### config.mk
export PLATFORM = sky130hd
export DESIGN_NAME = lcd_passthru_bridge
export DESIGN_NICKNAME = d
export VERILOG_FILES = /design/src/rtl/lcd_pt_pkg.sv /design/src/rtl/wr_strobe_sync.sv /design/src/rtl/byte_pair_framer.sv /design/src/rtl/latched_word_sender.sv /design/src/rtl/lcd_bus_mux.sv /design/src/rtl/lcd_passthru_bridge.sv
export SDC_FILE = /design/constraint.sdc
export NUM_CORES = 1
export LEC_CHECK = 0
export ABC_CLOCK_PERIOD_IN_PS = 1810
export BUFFER_PORTS_ARGS = -buffer_cell sky130_fd_sc_hd__buf_2
export CAP_MARGIN = 20
export CORE_MARGIN = 3
export CORE_UTILIZATION = 30
export DETAILED_ROUTE_END_ITERATION = 6
export SLEW_MARGIN = 40
export SYNTH_ARGS = -nofsm -noshare
export SYNTH_HDL_FRONTEND = slang
export SYNTH_SLANG_ARGS = --single-unit
export TNS_END_PERCENT = 1
### constraint.sdc
create_clock -name clk -period 1.81 [get_ports clk]
set_input_delay 0.0905 -clock clk [delete_from_list [all_inputs] [get_ports clk]]
set_output_delay 0.0905 -clock clk [all_outputs]
set_load 0.005 [all_outputs]
### src/rtl/lcd_pt_pkg.sv
package lcd_pt_pkg;

  localparam int unsigned PT_BYTE_W = 8;
  localparam int unsigned PT_WORD_W = 2 * PT_BYTE_W;

  typedef logic [PT_BYTE_W-1:0] pt_byte_t;
  typedef logic [PT_WORD_W-1:0] pt_word_t;

  // One full set of LCD-side pins
  typedef struct packed {
    pt_byte_t data;
    logic     le;
    logic     wr_n;
    logic     rs;
  } lcd_pins_t;

  typedef enum logic [2:0] {
    SND_IDLE,
    SND_HIGH,
    SND_LATCH,
    SND_STROBE,
    SND_RECOVER
  } snd_state_e;

  // Top bit of a first byte flags the mode escape
  function automatic logic is_escape(input pt_byte_t b);
    return b[PT_BYTE_W-1];
  endfunction

  // Seven payload bits of the first byte, all of the second, LSB forced low
  function automatic pt_word_t pack_word(input pt_byte_t first, input pt_byte_t second);
    return {first[PT_BYTE_W-2:0], second, 1'b0};
  endfunction

  function automatic lcd_pins_t idle_pins();
    lcd_pins_t p;
    p.data = '0;
    p.le   = 1'b0;
    p.wr_n = 1'b1;
    p.rs   = 1'b0;
    return p;
  endfunction

endpackage

### src/rtl/wr_strobe_sync.sv
module wr_strobe_sync #(
  parameter int unsigned STAGES = 2
) (
  input  logic clk,
  input  logic rst_n,
  input  logic wr_i,
  output logic rise_o
);

  logic [STAGES-1:0] sync_q;
  logic              last_q;

  always_ff @(posedge clk) begin
    if (!rst_n) begin
      sync_q <= '0;
      last_q <= 1'b0;
    end else begin
      sync_q <= {sync_q[STAGES-2:0], wr_i};
      last_q <= sync_q[STAGES-1];
    end
  end

  assign rise_o = sync_q[STAGES-1] & ~last_q;

endmodule

### src/rtl/byte_pair_framer.sv
module byte_pair_framer
  import lcd_pt_pkg::*;
(
  input  logic     clk,
  input  logic     rst_n,
  input  logic     rise_i,
  input  pt_byte_t data_i,
  input  logic     rs_i,
  input  logic     exit_i,
  input  logic     snd_busy_i,
  output logic     go_o,
  output pt_word_t word_o,
  output logic     word_rs_o,
  output logic     pend_o,
  output logic     sprite_o
);

  pt_byte_t first_q;
  logic     first_rs_q;
  logic     phase_q;     // 1: first byte held, waiting for the second
  logic     pend_q;
  logic     sprite_q;
  pt_word_t word_q;
  logic     word_rs_q;

  always_ff @(posedge clk) begin
    if (!rst_n) begin
      first_q    <= '0;
      first_rs_q <= 1'b0;
      phase_q    <= 1'b0;
      pend_q     <= 1'b0;
      sprite_q   <= 1'b0;
      word_q     <= '0;
      word_rs_q  <= 1'b0;
    end else begin
      if (go_o) pend_q <= 1'b0;
      if (sprite_q) begin
        if (exit_i) begin
          sprite_q <= 1'b0;
          phase_q  <= 1'b0;
        end
      end else if (rise_i && !pend_q) begin
        if (!phase_q) begin
          if (is_escape(data_i)) begin
            sprite_q <= 1'b1;
          end else begin
            first_q    <= data_i;
            first_rs_q <= rs_i;
            phase_q    <= 1'b1;
          end
        end else begin
          word_q    <= pack_word(first_q, data_i);
          word_rs_q <= first_rs_q;
          pend_q    <= 1'b1;
          phase_q   <= 1'b0;
        end
      end
    end
  end

  assign go_o      = pend_q & ~snd_busy_i;
  assign word_o    = word_q;
  assign word_rs_o = word_rs_q;
  assign pend_o    = pend_q;
  assign sprite_o  = sprite_q;

  AST_IGNORE_WHILE_PENDING: assert property (@(posedge clk) disable iff (!rst_n)
    (rise_i && pend_q) |=> (phase_q == $past(phase_q)));

  AST_SPRITE_FREEZES_PHASE: assert property (@(posedge clk) disable iff (!rst_n)
    (sprite_q && !exit_i) |=> (sprite_q && !phase_q));

endmodule

### src/rtl/latched_word_sender.sv
module latched_word_sender
  import lcd_pt_pkg::*;
#(
  parameter int unsigned STEP_CYC = 4
) (
  input  logic      clk,
  input  logic      rst_n,
  input  logic      go_i,
  input  pt_word_t  word_i,
  input  logic      rs_i,
  output lcd_pins_t pins_o,
  output logic      busy_o
);

  localparam int unsigned CNT_W = (STEP_CYC > 1) ? $clog2(STEP_CYC) : 1;
  localparam logic [CNT_W-1:0] CNT_LAST = CNT_W'(STEP_CYC - 1);

  snd_state_e       state_q;
  logic [CNT_W-1:0] cnt_q;
  pt_word_t         word_q;
  logic             rs_q;

  function automatic snd_state_e next_phase(input snd_state_e s);
    case (s)
      SND_HIGH:    return SND_LATCH;
      SND_LATCH:   return SND_STROBE;
      SND_STROBE:  return SND_RECOVER;
      default:     return SND_IDLE;
    endcase
  endfunction

  always_ff @(posedge clk) begin
    if (!rst_n) begin
      state_q <= SND_IDLE;
      cnt_q   <= '0;
      word_q  <= '0;
      rs_q    <= 1'b0;
    end else if (state_q == SND_IDLE) begin
      if (go_i) begin
        word_q  <= word_i;
        rs_q    <= rs_i;
        cnt_q   <= '0;
        state_q <= SND_HIGH;
      end
    end else if (cnt_q == CNT_LAST) begin
      cnt_q   <= '0;
      state_q <= next_phase(state_q);
    end else begin
      cnt_q <= cnt_q + 1'b1;
    end
  end

  always_comb begin
    pins_o = idle_pins();
    case (state_q)
      SND_HIGH: begin
        pins_o.data = word_q[PT_WORD_W-1 -: PT_BYTE_W];
        pins_o.le   = 1'b1;
        pins_o.rs   = rs_q;
      end
      SND_LATCH: begin
        pins_o.data = word_q[PT_WORD_W-1 -: PT_BYTE_W];
        pins_o.rs   = rs_q;
      end
      SND_STROBE: begin
        pins_o.data = word_q[PT_BYTE_W-1:0];
        pins_o.wr_n = 1'b0;
        pins_o.rs   = rs_q;
      end
      SND_RECOVER: begin
        pins_o.data = word_q[PT_BYTE_W-1:0];
        pins_o.rs   = rs_q;
      end
      default: ;
    endcase
  end

  assign busy_o = (state_q != SND_IDLE);

  AST_GO_WHEN_IDLE: assert property (@(posedge clk) disable iff (!rst_n)
    go_i |-> !busy_o);

  AST_LE_WR_APART: assert property (@(posedge clk) disable iff (!rst_n)
    !pins_o.wr_n |-> !pins_o.le);

  AST_WORD_HELD: assert property (@(posedge clk) disable iff (!rst_n)
    (busy_o && $past(busy_o)) |-> $stable(word_q));

endmodule

### src/rtl/lcd_bus_mux.sv
module lcd_bus_mux
  import lcd_pt_pkg::*;
(
  input  logic      sel_fw_i,
  input  lcd_pins_t pt_i,
  input  lcd_pins_t fw_i,
  output lcd_pins_t pins_o
);

  assign pins_o = sel_fw_i ? fw_i : pt_i;

endmodule

### src/rtl/lcd_passthru_bridge.sv
module lcd_passthru_bridge
  import lcd_pt_pkg::*;
#(
  parameter int unsigned STEP_CYC    = 4,
  parameter int unsigned SYNC_STAGES = 2
) (
  input  logic       clk,
  input  logic       rst_n,
  input  logic [7:0] mcu_data_i,
  input  logic       mcu_wr_i,
  input  logic       mcu_rs_i,
  output logic       mcu_busy_o,
  output logic       sprite_mode_o,
  input  logic       sprite_exit_i,
  input  logic       fw_active_i,
  output logic       fw_grant_o,
  input  logic [7:0] fw_data_i,
  input  logic       fw_le_i,
  input  logic       fw_wr_n_i,
  input  logic       fw_rs_i,
  output logic [7:0] lcd_data_o,
  output logic       lcd_le_o,
  output logic       lcd_wr_n_o,
  output logic       lcd_rs_o
);

  // Named internal events
  logic      wr_rise;
  logic      snd_go;
  logic      snd_busy;
  logic      word_pend;
  logic      sprite_on;
  logic      sel_fw;
  pt_word_t  pair_word;
  logic      pair_rs;
  lcd_pins_t snd_pins;
  lcd_pins_t fw_pins;
  lcd_pins_t out_pins;

  wr_strobe_sync #(.STAGES(SYNC_STAGES)) u_sync (
    .clk    (clk),
    .rst_n  (rst_n),
    .wr_i   (mcu_wr_i),
    .rise_o (wr_rise)
  );

  byte_pair_framer u_framer (
    .clk        (clk),
    .rst_n      (rst_n),
    .rise_i     (wr_rise),
    .data_i     (mcu_data_i),
    .rs_i       (mcu_rs_i),
    .exit_i     (sprite_exit_i),
    .snd_busy_i (snd_busy),
    .go_o       (snd_go),
    .word_o     (pair_word),
    .word_rs_o  (pair_rs),
    .pend_o     (word_pend),
    .sprite_o   (sprite_on)
  );

  latched_word_sender #(.STEP_CYC(STEP_CYC)) u_sender (
    .clk    (clk),
    .rst_n  (rst_n),
    .go_i   (snd_go),
    .word_i (pair_word),
    .rs_i   (pair_rs),
    .pins_o (snd_pins),
    .busy_o (snd_busy)
  );

  assign fw_pins.data = fw_data_i;
  assign fw_pins.le   = fw_le_i;
  assign fw_pins.wr_n = fw_wr_n_i;
  assign fw_pins.rs   = fw_rs_i;

  // Hand the pins over only when no passthrough word is in flight or waiting
  assign sel_fw = sprite_on & ~snd_busy & ~word_pend;

  lcd_bus_mux u_mux (
    .sel_fw_i (sel_fw),
    .pt_i     (snd_pins),
    .fw_i     (fw_pins),
    .pins_o   (out_pins)
  );

  assign lcd_data_o    = out_pins.data;
  assign lcd_le_o      = out_pins.le;
  assign lcd_wr_n_o    = out_pins.wr_n;
  assign lcd_rs_o      = out_pins.rs;
  assign fw_grant_o    = sel_fw;
  assign sprite_mode_o = sprite_on;
  assign mcu_busy_o    = word_pend | snd_busy | (sprite_on & fw_active_i);

  AST_GRANT_NEEDS_IDLE_SENDER: assert property (@(posedge clk) disable iff (!rst_n)
    fw_grant_o |-> !snd_busy);

  AST_BUSY_COVERS_PENDING: assert property (@(posedge clk) disable iff (!rst_n)
    word_pend |-> mcu_busy_o);

  AST_SEND_ONLY_AFTER_WAIT: assert property (@(posedge clk) disable iff (!rst_n)
    $rose(snd_busy) |-> $past(word_pend));

endmodule

==> qor.tcl <==
set qor(cts.reportedPaths.clkPinSlew_ps) 90
set qor(finish.net_count) 355
set qor(cts_tree) {built}
set qor(asyncSetResetFlopFracSynth_pct) 0
set qor(synth_cell_types) 40
set qor(via_count_of_the_first_global_routing_pass) 1958
set qor(power.static_leakage_nw) 1.05
set qor(top_cells_by_count_synth) {56 x sky130_fd_sc_hd__nand2_1, 51 x sky130_fd_sc_hd__dfxtp_1, 43 x sky130_fd_sc_hd__a21oi_1, 18 x sky130_fd_sc_hd__o21ai_0, 16 x sky130_fd_sc_hd__nand3_1}
set qor(final.hold.worst_slack_ps) 32.2
set qor(power_density_mw_per_mm2) 700
set qor(drcViolationCount) 0
set qor(detailed_place_hpwl_um) 3850
set qor(clock_tree.buffer_depth) 2
set qor(layout_stage_area_growth_over_the_synthesis_result_pct) 20.5
set qor(required_ps) 1720
set qor(combinationalPowerShare_pct) 9.3
set qor(post-route-period-util_pct) 97.5
set qor(antenna_violations_before_repair) 0
set qor(clock.fmax_mhz) 567
set qor(synth.largest_area_cell) {sky130_fd_sc_hd__dfxtp_1}
set qor(finalWirelength_um) 5390
set qor(postSynthAreaPerCell_um2) 8.16
set qor(die_w_um) 95.0
set qor(post_synth_main_area_contributors) {sky130_fd_sc_hd__dfxtp_1 43%, sky130_fd_sc_hd__a21oi_1 9.1%, sky130_fd_sc_hd__nand2_1 8.9%, sky130_fd_sc_hd__mux2i_1 6.3%, sky130_fd_sc_hd__o21ai_0 3.8%}
set qor(synth.top_cell.area_share_pct) 43.0
set qor(grt_pass1_wl_um) 9380
set qor(power.switching_mw) 0.474
set qor(globalplace.congestion) 0.731
set qor(die_height_um) 95.0
set qor(yosysMostFrequentCell) {sky130_fd_sc_hd__nand2_1}
set qor(layout-drive-gt1-share_pct) 24.5
set qor(arrival_ps) 1670
set qor(power_mw) 2.00
set qor(max-slew-margin-rel_pct) 66.2
set qor(crit_chain) {or3_4, or2_4, inv_4, a32o_2, buf_2}
set qor(final_cells) 429
set qor(postSynthCellCount) 291
set qor(cts_buffers) 5
set qor(insertion_delay_ps) 300
set qor(synthFlopType) {sky130_fd_sc_hd__dfxtp_1}
set qor(n_antenna_cell) 0
set qor(route.vias.total) 2047
set qor(largest_stage_delay_on_the_critical_path_ps) 370
set qor(finClkSkew_ps) 8.02
set qor(setup_total_negative_slack_ps) 0
set qor(clockPowerShare_pct) 33.6
set qor(cts_num_sinks) 51
set qor(dr.pass1.iters) 4
set qor(grt_usage_pct) 12.8
set qor(synth_sequential_area_ratio_pct) 43.0
set qor(h_tree_levels) 2
set qor(maxCapViolCount) 0
set qor(status) {finished, final reports clean}
set qor(synth.cell_area_mm2) 0.00237
set qor(post-place-cells) 419
set qor(rsz0062_at_grt) {yes}
set qor(design.core.area_mm2) 0.00745
set qor(min_period_ps) 1760
set qor(timing.critical_path.slowest_stage_cell) {sky130_fd_sc_hd__dfxtp_4}
set qor(route.detailed.wl_per_inst_um) 12.6
set qor(cp-end-kind) {primary output}
set qor(boundaryPins) 39
set qor(root_buffer) {sky130_fd_sc_hd__clkbuf_8}
set qor(grt_overflow_total) 0
set qor(start_kind) {flop}
set qor(place_ws_ps) 196
set qor(hold_path.class) {in2reg}
set qor(antenna_violating_nets_post_route) 0
set qor(synth_edf_count) 0
set qor(finalSetupViolations) 0
set qor(p_int_mw) 1.53
set qor(crit_type) {reg2out}
set qor(drt-initial-drc-count) 149
set qor(floorplan.initialDensity_pct) 31.9
set qor(final-max-slew-violation-count) 0
set qor(row_cnt) 31
set qor(tightestPinTransition_ps) 506
set qor(synth_nets) 317
set qor(vdd_drop_max_uv) 386
set qor(net_switching_fraction_of_the_power_pct) 23.7
set qor(register_share_of_total_power_pct) 57.1
set qor(hold_viol) 0
set qor(timing.final.ws_setup_ps) 45.2
set qor(viasPerCell) 4.77
set qor(synth-seq-cells) 51
set qor(worst_path_buf_inv) 2
set qor(io_buffers) 38
set qor(syn_warnings) 0
set qor(path_delay_family) {simple AND/OR/NAND/NOR gates}
set qor(grt_start_max_net_pins) 35
set qor(worst-path-max-fanout) 8
set qor(die_area_mm2) 0.00902
metal layers:
| metal | part of all wire, % | GRT usage, % | vias up |
|---|---|---|---|
| met5 | 0 | 0 | - |
| met4 | 1.1 | 3.97 | 0 |
| met3 | 5.6 | 2.71 | 6 |
| met2 | 40 | 18.0 | 50 |
| met1 | 53 | 19.2 | 903 |
| li1 | - | - | 1088 |
cells by family after synthesis:
group                      after synthesis  synth area share, %
DFF                                     51                 43.0
AOI/OAI and AO/OA                       84                 20.5
buffers and inverters                   34                 6.74
muxes                                   15                 6.32
adders and majority gates                1                0.527
and+or+nand+nor                        105                 22.5
xor gates and xnor gates                 1                0.369
power groups by stage:
stage	sequential [mW]	clock, mW	combinational [mW]
floorplan	1.17	0	0.111
global placement	1.17	0	0.176
detailed placement	1.17	0	0.177
CTS	1.14	0.709	0.181
global route	1.15	0.736	0.208
finish	1.14	0.673	0.186
stage by stage:
stage / cell area, µm² / utilization (%)
global placement: 2690 / 36.1
CTS: 2800 / 37.7
detailed placement: 2690 / 36.1
global route: 2860 / 38.4
finish: 2860 / 38.4
floorplan: 2370 / -
registers in the layout, summed over array words and instances, names as in the netlist:
name / flops
u_framer.pend_o: 1
u_sync.last_q: 1
u_framer.sprite_o: 1
u_framer.first_rs_q: 1
u_sender.cnt_q: 2
u_sync.sync_q: 2
u_framer.word_o: 15
u_framer.word_rs_o: 1
u_sender.state_q: 3
u_framer.phase_q: 1
u_sender.word_q: 15
u_sender.rs_q: 1
u_framer.first_q: 7
tightest hold or removal path, delay by kind of cell:
kind	cells	cell delay, ps
simple gates	1	50
buf+inv	1	110
mux	1	50
worst paths after layout:
path         slack, ps  cells past startpoint                             start                               end
min                 30                      3                     mcu_data_i[2]  u_framer.first_q[2]$_SDFFE_PN0P_
min reg2reg        440                      1       u_sync.sync_q[0]$_SDFF_PN0_       u_sync.sync_q[1]$_SDFF_PN0_
max                 50                      5  u_sender.state_q[2]$_SDFFE_PN0P_                          lcd_rs_o
max reg2reg        230                      4        u_framer.pend_o$_SDFF_PN0_  u_framer.first_rs_q$_SDFFE_PN0P_
cells in the final DEF, fill, tap and decap left out, drive strengths merged:
cell and instances:
clkinv 1, a32o 3, a31oi 7, dfxtp 51, and3b 1, nor3b 2
nor3 10, a211oi 1, nand2b 4, and2 3, o221ai 1, or2 1
o21ai 18, or3 2, ha 1, and3 1, clkbuf 7, nor2 2
nor4b 2, nand2 56, nand4 1, nor2b 1, or4b 2, a21oi 43
a211o 7, nand3b 1, buf 57, nand3 16, inv 7, o21a 2
a22oi 1, xor2 1, dlygate4sd3 1, mux2i 15, a32oi 1
what timing repair did:
action                     CTS  global route
hold endpoints to repair     1             0
setup buffers                0             1
pin swaps                    1             3
gates resized for setup      3            13
setup endpoints to repair   10             8
hold buffers                 1             0
area by class of cell:
cell class              instances  area, µm²
repair buffers                 58        350
clock buffers                   7       86.3
inverters                       7       28.8
multi-input cells             206       1240
clock inverters                 1       8.76
fillers                       817       4590
flip-flops and latches         51       1030
well taps                      99        124
No activity file was read; power rests on OpenSTA's default activity.
